[config.mk]
export PLATFORM = sky130hd
export DESIGN_NAME = latched_sel_decoder
export DESIGN_NICKNAME = d
export VERILOG_FILES = /design/src/rtl/ldec_pkg.sv /design/src/rtl/lsd_addr_hold.sv /design/src/rtl/lsd_onehot.sv /design/src/rtl/lsd_out_gate.sv /design/src/rtl/latched_sel_decoder.sv
export SDC_FILE = /design/constraint.sdc
export NUM_CORES = 1
export LEC_CHECK = 0
export BUFFER_PORTS_ARGS = -buffer_cell sky130_fd_sc_hd__buf_2
export CORE_AREA = 2 2 39 41
export DETAILED_ROUTE_END_ITERATION = 7
export DIE_AREA = 0 0 41 43
export PLACE_DENSITY = 0.46
export SKIP_CTS_REPAIR_TIMING = 1
export SLEW_MARGIN = 20
export SYNTH_ARGS = -nofsm -noshare
export SYNTH_HDL_FRONTEND = slang
export SYNTH_SLANG_ARGS = --single-unit
export TNS_END_PERCENT = 1
[constraint.sdc]
create_clock -name clk -period 1.17 [get_ports clk]
set_input_delay 0.0585 -clock clk [delete_from_list [all_inputs] [get_ports clk]]
set_output_delay 0.0585 -clock clk [all_outputs]
set_load 0.02 [all_outputs]
[src/rtl/ldec_pkg.sv]
package ldec_pkg;
   localparam int unsigned LDEC_MAX_ADDR_W = 6;

   function automatic bit ldec_addr_w_ok(input int unsigned w);
      return (w >= 1) && (w <= LDEC_MAX_ADDR_W);
   endfunction

   function automatic bit ldec_pol_ok(input int unsigned p);
      return (p == 0) || (p == 1);
   endfunction
endpackage

[src/rtl/lsd_addr_hold.sv]
module lsd_addr_hold #(
   parameter int unsigned ADDR_W = 3
) (
   input  logic              clk,
   input  logic              rst_n,
   input  logic              hold,
   input  logic [ADDR_W-1:0] addr_in,
   output logic [ADDR_W-1:0] addr_eff
);
   logic [ADDR_W-1:0] stored_q;

   // the stored copy tracks the live code on every edge while transparent
   always_ff @(posedge clk or negedge rst_n) begin
      if (!rst_n) begin
         stored_q <= '0;
      end else if (!hold) begin
         stored_q <= addr_in;
      end
   end

   assign addr_eff = hold ? stored_q : addr_in;
endmodule

[src/rtl/lsd_onehot.sv]
module lsd_onehot #(
   parameter int unsigned ADDR_W = 3,
   localparam int unsigned NUM_OUT = 1 << ADDR_W
) (
   input  logic [ADDR_W-1:0]  code,
   output logic [NUM_OUT-1:0] hot
);
   for (genvar i = 0; i < NUM_OUT; i++) begin : g_line
      assign hot[i] = (code == ADDR_W'(i));
   end
endmodule

[src/rtl/lsd_out_gate.sv]
module lsd_out_gate #(
   parameter int unsigned NUM_OUT    = 8,
   parameter int unsigned ACTIVE_LOW = 0
) (
   input  logic               en,
   input  logic               en_n,
   input  logic [NUM_OUT-1:0] hot,
   output logic [NUM_OUT-1:0] sel_out
);
   logic               pass;
   logic [NUM_OUT-1:0] gated;

   assign pass  = en & ~en_n;
   assign gated = hot & {NUM_OUT{pass}};

   if (ACTIVE_LOW != 0) begin : g_pol_low
      assign sel_out = ~gated;
   end else begin : g_pol_high
      assign sel_out = gated;
   end
endmodule

[src/rtl/latched_sel_decoder.sv]
module latched_sel_decoder #(
   parameter int unsigned ADDR_W     = 3,
   parameter int unsigned ACTIVE_LOW = 0,
   localparam int unsigned NUM_OUT   = 1 << ADDR_W
) (
   input  logic               clk,
   input  logic               rst_n,
   input  logic [ADDR_W-1:0]  addr,
   input  logic               hold,
   input  logic               en,
   input  logic               en_n,
   output logic [NUM_OUT-1:0] sel_out
);
   import ldec_pkg::*;

   if (!ldec_addr_w_ok(ADDR_W)) begin : g_bad_w
      $error("latched_sel_decoder: ADDR_W out of range");
   end
   if (!ldec_pol_ok(ACTIVE_LOW)) begin : g_bad_pol
      $error("latched_sel_decoder: ACTIVE_LOW must be 0 or 1");
   end

   logic [ADDR_W-1:0]  code_eff;
   logic [NUM_OUT-1:0] hot;

   lsd_addr_hold #(.ADDR_W(ADDR_W)) u_hold (
      .clk      (clk),
      .rst_n    (rst_n),
      .hold     (hold),
      .addr_in  (addr),
      .addr_eff (code_eff)
   );

   lsd_onehot #(.ADDR_W(ADDR_W)) u_dec (
      .code (code_eff),
      .hot  (hot)
   );

   lsd_out_gate #(.NUM_OUT(NUM_OUT), .ACTIVE_LOW(ACTIVE_LOW)) u_gate (
      .en      (en),
      .en_n    (en_n),
      .hot     (hot),
      .sel_out (sel_out)
   );
endmodule

==> results of run 1 <==
## routing by layer
metal	track usage [%]	routed length, µm
met1	11.1	261
met5	0	0
met4	2.00	0
met2	15.6	370
met3	1.57	50
## worst reg2reg max path, cell delays in order, from the launching register on
cell      delay [ns]
dfrtp_1         0.39
mux2i_4         0.20
clkinv_4        0.14
buf_4           0.15
## power by group through the flow
stage / logic [mW] / registers, mW / clock network, mW
floorplan: 0.122 / 0.123 / 0
global placement: 0.178 / 0.124 / 0
detailed placement: 0.180 / 0.124 / 0
CTS: 0.182 / 0.123 / 0.182
global route: 0.213 / 0.124 / 0.193
finish: 0.199 / 0.123 / 0.175
## how the worst max path moves through the flow
stage	endpoint	slack, ns	cells past startpoint
after floorplan	sel_out[4]	-0.11	3
after global placement	sel_out[4]	0.009	4
after CTS	sel_out[0]	-0.25	4
after detailed placement	sel_out[2]	0.002	4
after global routing	sel_out[4]	-0.29	4
final	sel_out[0]	-0.21	4
## through the flow
step           util (%)  TNS (ns)  power (mW)  hold WS (ns)  area, µm²
2_1_floorplan         -    -0.621       0.246        -0.237        324
3_3_place_gp       32.7         0       0.302        -0.144        453
3_5_place_dp       32.7         0       0.305        -0.146        453
4_1_cts            34.6     -1.79       0.487        -0.388        479
5_1_grt            38.2     -2.01       0.530         0.175        529
6_report           38.2     -1.39       0.497         0.156        529
## kinds of logic after synthesis
logic type | share of synthesized area [%]
buffers and inverters | 8.00
DFF | 40.0
and+or+nand+nor | 30.0
muxes | 22.0
## layout make-up
cell class | instances | area, µm² | area share, %
multi-input combinational | 12 | 235 | 44.4
sequential | 3 | 75.1 | 14.2
inverter | 3 | 21.3 | 4.02
clock buffer | 4 | 26.3 | 4.96
timing repair buffer | 22 | 151 | 28.6
tap | 16 | 20.0 | 3.78
## cells in the final DEF (no fill, tap or decap)
cell type	count
dlygate4sd3_1	1
nand2b_1	1
clkbuf_4	3
clkinv_4	1
mux2i_4	3
nor4_4	7
dfrtp_1	3
buf_2	8
inv_4	2
buf_6	1
clkbuf_1	1
buf_4	12
nor4_2	1
==> impl_metrics.tcl, run 1 <==
set metrics [dict create \
    synth_area_leader_cell "dfrtp_1" \
    setup_viol 8 \
    reg.largest.list "u_hold.stored_q (3)" \
    reg2regPathDepth 3 \
    status "finished, violations left" \
    grt_pass1_wl_um 1130 \
    initial_core_util_pct 13.6 \
    r2r_end "u_hold.stored_q[0]" \
    drt_iter0_drc 0 \
    period_minus_slack_ns 1.38 \
    netlist_area_um2 188 \
    p_clk_share_pct 35.3 \
    cp-startpoint "u_hold.stored_q[2]" \
    grtUsageTotal_pct 9.07 \
    synth_cell_type_count 6 \
    seq_area_frac_synth_pct 40.0 \
    async_flop_share_pct 100 \
    clock_latency_ns 0.22 \
    clkSlewWorstSetupHoldPaths_ns 0.04 \
    worst_setup_path_end_kind "output port" \
    drive_above_1_share_pct 86.4 \
    first_pass_iters 1 \
    clock-sinks 3 \
    arrival_ns 1.32 \
    hpwlAfterDp_um 545 \
    fin_crit_sh_pct 118 \
    p_sw_mw 0.173 \
    crit_path_cell_trace "mux2i_4 > inv_4 > nor4_4 > buf_4" \
    p_leak_nw 0.205 \
    peakVddDrop_v 0.000415 \
    ios 16 \
    synthMostInstantiatedCell "nor4_1" \
    antenna_cells 0 \
    cts.path.max_buffers 2 \
    sw_frac_of_total_pct 34.9 \
    fin_cells 60 \
    grt_setup_unrepaired "yes" \
    detail-route-antenna-nets 0 \
    p_int_mw 0.323 \
    num_vias 250 \
    place_ws_ns 0.00169 \
    r2r_start "u_hold.stored_q[0]" \
    drt_wl_total_um 681 \
    hold_viol 0 \
    cp.buffers_inverters 2 \
    cts_tree "done" \
    p_per_area_mw_per_mm2 938 \
    ys.flop_type "dfrtp_1" \
    drc 0 \
    cp_top_family "flip-flops" \
    grt_antenna_before_repair 0 \
    syn_area_per_cell_um2 9.88 \
    crit_fanout 5 \
    netlist_instances 19 \
    port_buffers 15 \
    slew_viol_final 0 \
    die_x_um 41 \
    num-nets-final 53 \
    place.gp.congestion 0.624 \
    power_frac_seq_pct 24.7 \
    die-height_um 43 \
    wl_per_cell_um 11.4 \
    r2r_slack_ns 0.19 \
    skew_ns 0 \
    rows 14 \
    path_class "flip-flop to output port" \
    synth-seq-cells 3 \
    syn_to_final_growth_pct 182 \
    cts-buffers-inserted 3 \
    start_kind "flip-flop" \
    cp_slowest_cell "dfrtp_1" \
    synth_edf_count 0 \
    yosysWarnings 0 \
    fmax_mhz 726 \
    tightest_slew_ns 0.239 \
    cp.required_ns 1.11 \
    synth_top_area_share_pct 40.0 \
    grt_pass1_vias 281 \
    detail_route.vias_per_cell 4.17 \
    synthTopCellsByArea "dfrtp_1, nor4_1, mux2i_2" \
    coreArea_mm2 0.00138 \
    violations "negative setup slack" \
    synth_nets 27 \
    largest_reg_flops 3 \
    max_cap_viol_count 0 \
    ys_top_cells_by_count "nor4_1, dfrtp_1, inv_2, mux2i_2" \
    slowest_delay_ns 0.38 \
    fillCellCount 142 \
    regMostFlops "u_hold.stored_q" \
    max_slew_margin_pct 84.1 \
    hold_class "input pin to async pin" \
    p_comb_share_pct 40.0 \
    setup_ws_ns -0.207 \
    die-area_mm2 0.00176 \
    cts_root_buffer "clkbuf_4" \
    htreeDepth 1 \
    dp_cells 54 \
    overflow 0 \
    grt_max_degree 6 \
]
Note: power is estimated with default switching activity, not from simulation.
==> run 2: changes to the inputs <==
Settings changed: CTS_BUF_LIST set to sky130_fd_sc_hd__clkbuf_4 sky130_fd_sc_hd__clkbuf_8 sky130_fd_sc_hd__clkbuf_16.
==> run 2 against run 1 <==
  * The flow still finishes with violations (negative setup slack)
  * Non-clock buffer count unchanged
  * Highest routed layer unchanged
  * Fmax increased by 0.82%
  * Final area rose by 0.71%
  * Critical path type unchanged
  * Critical path depth stayed put
  * Sequential power about the same
  * Clock skew unchanged
  * Register-to-register slack is essentially flat
  * Hold slack better by 0.0018 ns
  * First-iteration DRC count grew 1
==> impl_metrics.tcl, run 2 (same netlist as run 1, synthesis figures left out) <==
set metrics [dict create \
    cp.required_ns 1.11 \
    arrival_ns 1.31 \
    clkSlewWorstSetupHoldPaths_ns 0.04 \
    tns_ns -1.39 \
    wl_per_cell_um 10.8 \
    coreArea_mm2 0.00138 \
    die-area_mm2 0.00176 \
    fmax_mhz 732 \
    slowest_delay_ns 0.38 \
    setup_ws_ns -0.196 \
    cp_slowest_cell "dfrtp_1" \
    violations "negative setup slack" \
    reg2regPathDepth 3 \
    cts_tree "done" \
    final_common_cell "buf_4" \
    ios 16 \
    cp_top_family "flip-flops" \
    skew_ns 0 \
    period_minus_slack_ns 1.37 \
    setup_viol 8 \
    max_cap_viol_count 0 \
    p_sw_mw 0.174 \
    worstSetupPathDepth 4 \
    hold_class "input pin to async pin" \
    rows 14 \
    detail_route.vias_per_cell 4.15 \
    port_buffers 15 \
    cts.path.max_buffers 2 \
    r2r_slack_ns 0.19 \
    utilization_pct 38.5 \
    cts_root_buffer "clkbuf_4" \
    path_class "flip-flop to output port" \
    crit_fanout 5 \
    place.gp.congestion 0.624 \
    register_area_um2 75.1 \
    grtUsageTotal_pct 8.27 \
    status "finished, violations left" \
    r2r_end "u_hold.stored_q[0]" \
    syn_to_final_growth_pct 184 \
    fin_crit_sh_pct 117 \
    drt_iter0_drc 1 \
    peakVddDrop_v 0.000534 \
    antenna_cells 0 \
    cp-startpoint "u_hold.stored_q[2]" \
    die_x_um 41 \
    regMostFlops "u_hold.stored_q" \
    r2r_start "u_hold.stored_q[0]" \
    slew_viol_final 0 \
    clock_latency_ns 0.22 \
    hold_viol 0 \
    p_int_mw 0.346 \
    cp.buffers_inverters 2 \
    max_slew_margin_pct 84.1 \
    layout_common_cells "buf_4, buf_2, nor4_4, clkbuf_4" \
    detail-route-antenna-nets 0 \
    power_frac_seq_pct 23.6 \
    worst_setup_path_end_kind "output port" \
    die-height_um 43 \
    clock-sinks 3 \
    reg.largest.list "u_hold.stored_q (3)" \
    grt_antenna_before_repair 0 \
    cp-endpoint "sel_out[0]" \
    p_per_area_mw_per_mm2 977 \
    initial_core_util_pct 13.6 \
    p_clk_share_pct 38.5 \
    sw_frac_of_total_pct 33.5 \
    grt_setup_unrepaired "yes" \
    htreeDepth 1 \
    grt_pass1_vias 263 \
    fillCellCount 141 \
    drive_above_1_share_pct 88.6 \
    cts-buffers-inserted 3 \
    drt_wl_total_um 647 \
    overflow 0 \
    largest_reg_flops 3 \
    crit_path_cell_trace "mux2i_4 > inv_4 > nor4_4 > buf_4" \
    hpwlAfterDp_um 545 \
    multi_input_area_um2 235 \
    power_mw 0.521 \
    num_vias 249 \
    p_comb_share_pct 37.9 \
    first_pass_iters 2 \
    grt_max_degree 6 \
    drc 0 \
    p_leak_nw 0.208 \
    start_kind "flip-flop" \
    grt_pass1_wl_um 1060 \
    tightest_slew_ns 0.239 \
    num-nets-final 53 \
]
run 2: cell counts in the layout (fill, tap and decap cells not counted):
Identical to the previous run, type by type.
run 2: how the worst min path moves through the flow:
stage                         endpoint  start  depth (start not counted)  slack (ns)
global placement    u_hold.stored_q[1]  rst_n                          1       -0.14
CTS                 u_hold.stored_q[1]  rst_n                          1       -0.39
finish              u_hold.stored_q[1]  rst_n                          2        0.16
floorplan           u_hold.stored_q[0]  rst_n                          0       -0.24
detailed placement  u_hold.stored_q[2]  rst_n                          1       -0.15
global route        u_hold.stored_q[1]  rst_n                          2        0.18
run 2: cell type report:
type                    instances  area share [%]
multi-input cells              12            44.1
repair buffers                 22            28.4
flip-flops and latches          3            14.1
clock buffers                   4            5.63
inverters                       3            3.99
well taps                      16            3.76
run 2: power groups by stage:
stage / Combinational (mW) / Sequential [mW] / Clock, mW
2_1_floorplan: 0.122 / 0.123 / 0
3_3_place_gp: 0.178 / 0.124 / 0
3_5_place_dp: 0.180 / 0.124 / 0
4_1_cts: 0.181 / 0.123 / 0.206
5_1_grt: 0.212 / 0.124 / 0.215
6_report: 0.198 / 0.123 / 0.200
run 2: worst register-to-register path, cell delays in order, from the launching register on:
cell,delay (ns)
dfrtp_1,0.39
mux2i_4,0.20
clkinv_4,0.14
buf_4,0.15
run 2: metrics by stage:
step	instances	hold slack, ns	area, µm²	worst slack [ns]
5_1_grt	60	0.181	533	-0.283
2_1_floorplan	19	-0.237	324	-0.113
3_5_place_dp	54	-0.146	453	0.00169
3_3_place_gp	54	-0.144	453	0.00867
4_1_cts	58	-0.386	483	-0.240
6_report	60	0.157	533	-0.196
run 2: layer usage:
metal  vias to the layer above  share of wire, %  routed length, µm  track usage [%]
met2                         8                52                339             14.1
met1                       116                40                257             11.1
li1                        125                 -                  -                -
met5                         -                 0                  0                0
met3                         0               7.7                 50             1.57
met4                         0                 0                  0                0
==> run 3: changes to the inputs <==
Settings changed: SKIP_CTS_REPAIR_TIMING 1 to unset.
==> run 3 against run 2 <==
  * The flow still finishes with violations (negative setup slack)
  * Final cell count is 1.7% lower
  * Worst setup slack got worse by 0.0053 ns
  * Fmax down 0.39%
  * Sequential power is essentially flat
  * Power down 1.4%
  * Core utilization shrank 0.72 points
  * Non-clock buffer count fell by 1
  * Hold slack worse by 0.0012 ns
  * Sequential cell count unchanged
  * Die area stayed put
  * Via count fell by 2.8%
  * First-iteration DRC count rose by 100%
  * Critical endpoint unchanged
  * Largest cell class unchanged
  * Largest power group unchanged
==> impl_metrics.tcl, run 3 (same netlist as run 1, synthesis figures left out) <==
set metrics [dict create \
    clock-sinks 3 \
    p_int_mw 0.342 \
    die_x_um 41 \
    first_pass_iters 2 \
    p_per_area_mw_per_mm2 982 \
    period_minus_slack_ns 1.37 \
    clkSlewWorstSetupHoldPaths_ns 0.04 \
    violations "negative setup slack" \
    setup_ws_ns -0.201 \
    initial_core_util_pct 13.6 \
    wl_per_cell_um 10.7 \
    die-height_um 43 \
    fmax_mhz 729 \
    grt_antenna_before_repair 0 \
    fillCellCount 144 \
    r2r_start "u_hold.stored_q[0]" \
    register_area_um2 75.1 \
    ios 16 \
    cts-buffers-inserted 3 \
    arrival_ns 1.31 \
    fin_crit_sh_pct 117 \
    detail-route-antenna-nets 0 \
    reg2regPathDepth 2 \
    antenna_cells 0 \
    port_buffers 15 \
    syn_to_final_growth_pct 179 \
    slew_viol_final 0 \
    max_cap_viol_count 0 \
    status "finished, violations left" \
    place.gp.congestion 0.624 \
    crit_fanout 5 \
    grt_pass1_wl_um 1120 \
    final_common_cell "buf_4" \
    p_leak_nw 0.204 \
    largest_reg_flops 3 \
    hold_class "input pin to async pin" \
    r2r_end "u_hold.stored_q[0]" \
    sw_frac_of_total_pct 33.3 \
    htreeDepth 1 \
    overflow 0 \
    drc 0 \
    start_kind "flip-flop" \
    skew_ns 0 \
    setup_viol 8 \
    cts_root_buffer "clkbuf_4" \
    placed_area_um2 453 \
    num-nets-final 52 \
    final_area_um2 523 \
    grt_max_degree 6 \
    p_sw_mw 0.171 \
    num_vias 242 \
    cts_setup_buffers 0 \
    r2r_slack_ns 0.37 \
    multi_input_area_um2 235 \
    hold_viol 0 \
    rows 14 \
    regMostFlops "u_hold.stored_q" \
    tightest_slew_ns 0.239 \
    grt_setup_unrepaired "yes" \
    p_clk_share_pct 38.8 \
    drt_iter0_drc 2 \
    p_comb_share_pct 37.2 \
    coreArea_mm2 0.00138 \
    tns_ns -1.38 \
    reg.largest.list "u_hold.stored_q (3)" \
    place_ws_ns 0.00169 \
    drive_above_1_share_pct 88.4 \
    max_slew_margin_pct 84.1 \
    grtUsageTotal_pct 8.67 \
    cts.path.max_buffers 2 \
    grt_pass1_vias 272 \
    power_frac_seq_pct 23.9 \
    drt_wl_total_um 631 \
    layout_common_cells "buf_4, buf_2, nor4_4, clkbuf_4" \
    path_class "flip-flop to output port" \
    peakVddDrop_v 0.000526 \
    cts_tree "done" \
    clock_latency_ns 0.22 \
    hpwlAfterDp_um 545 \
    worst_setup_path_end_kind "output port" \
    die-area_mm2 0.00176 \
    cp.required_ns 1.11 \
    detail_route.vias_per_cell 4.10 \
]
==> run 3: stage by stage <==
step	cells	util (%)	hold WS, ns	power [mW]
final	59	37.8	0.156	0.514
after global routing	59	37.8	0.181	0.545
after CTS	59	37.3	0.161	0.519
after detailed placement	54	32.7	-0.146	0.305
after global placement	54	32.7	-0.144	0.302
after floorplan	19	-	-0.237	0.246
==> run 3: power groups by stage <==
stage / Sequential, mW / Combinational (mW) / Clock [mW]
after global routing: 0.124 / 0.205 / 0.215
after global placement: 0.124 / 0.178 / 0
final: 0.123 / 0.191 / 0.200
after detailed placement: 0.124 / 0.180 / 0
after floorplan: 0.123 / 0.122 / 0
after CTS: 0.123 / 0.189 / 0.206
==> run 3: area by class of cell <==
type	count	area share [%]
Timing Repair Buffer	21	27.5
Clock buffer	4	5.74
Multi-Input combinational cell	12	45.0
Inverter	3	3.59
Tap cell	16	3.83
Sequential cell	3	14.4
==> run 3: worst max-delay path: stages (launching register included) <==
cell	delay [ns]
dfrtp_1	0.39
mux2i_4	0.19
inv_4	0.10
nor4_4	0.24
buf_4	0.17
==> run 3: worst max path at each step <==
stage | end | cells after the start | start | slack, ns
6_report | sel_out[0] | 4 | u_hold.stored_q[0] | -0.20
5_1_grt | sel_out[0] | 4 | u_hold.stored_q[0] | -0.28
4_1_cts | sel_out[0] | 4 | u_hold.stored_q[0] | -0.21
3_5_place_dp | sel_out[2] | 4 | u_hold.stored_q[0] | 0.002
3_3_place_gp | sel_out[4] | 4 | u_hold.stored_q[0] | 0.009
2_1_floorplan | sel_out[4] | 3 | u_hold.stored_q[1] | -0.11
==> run 3: repair_timing <==
action	in CTS	in global routing
endpoints found under the setup margin	8	8
hold buffers	1	0
endpoints found under the hold margin	3	0
resized for setup	8	2
pin swaps	5	0
==> run 3: routing by layer <==
layer	track usage, %	part of all wire, %	wire [µm]	vias to the layer above
met2	14.1	54	343	8
li1	-	-	-	121
met4	0	0	0	0
met3	1.57	7.0	44	0
met5	0	0	0	-
met1	12.4	39	243	113
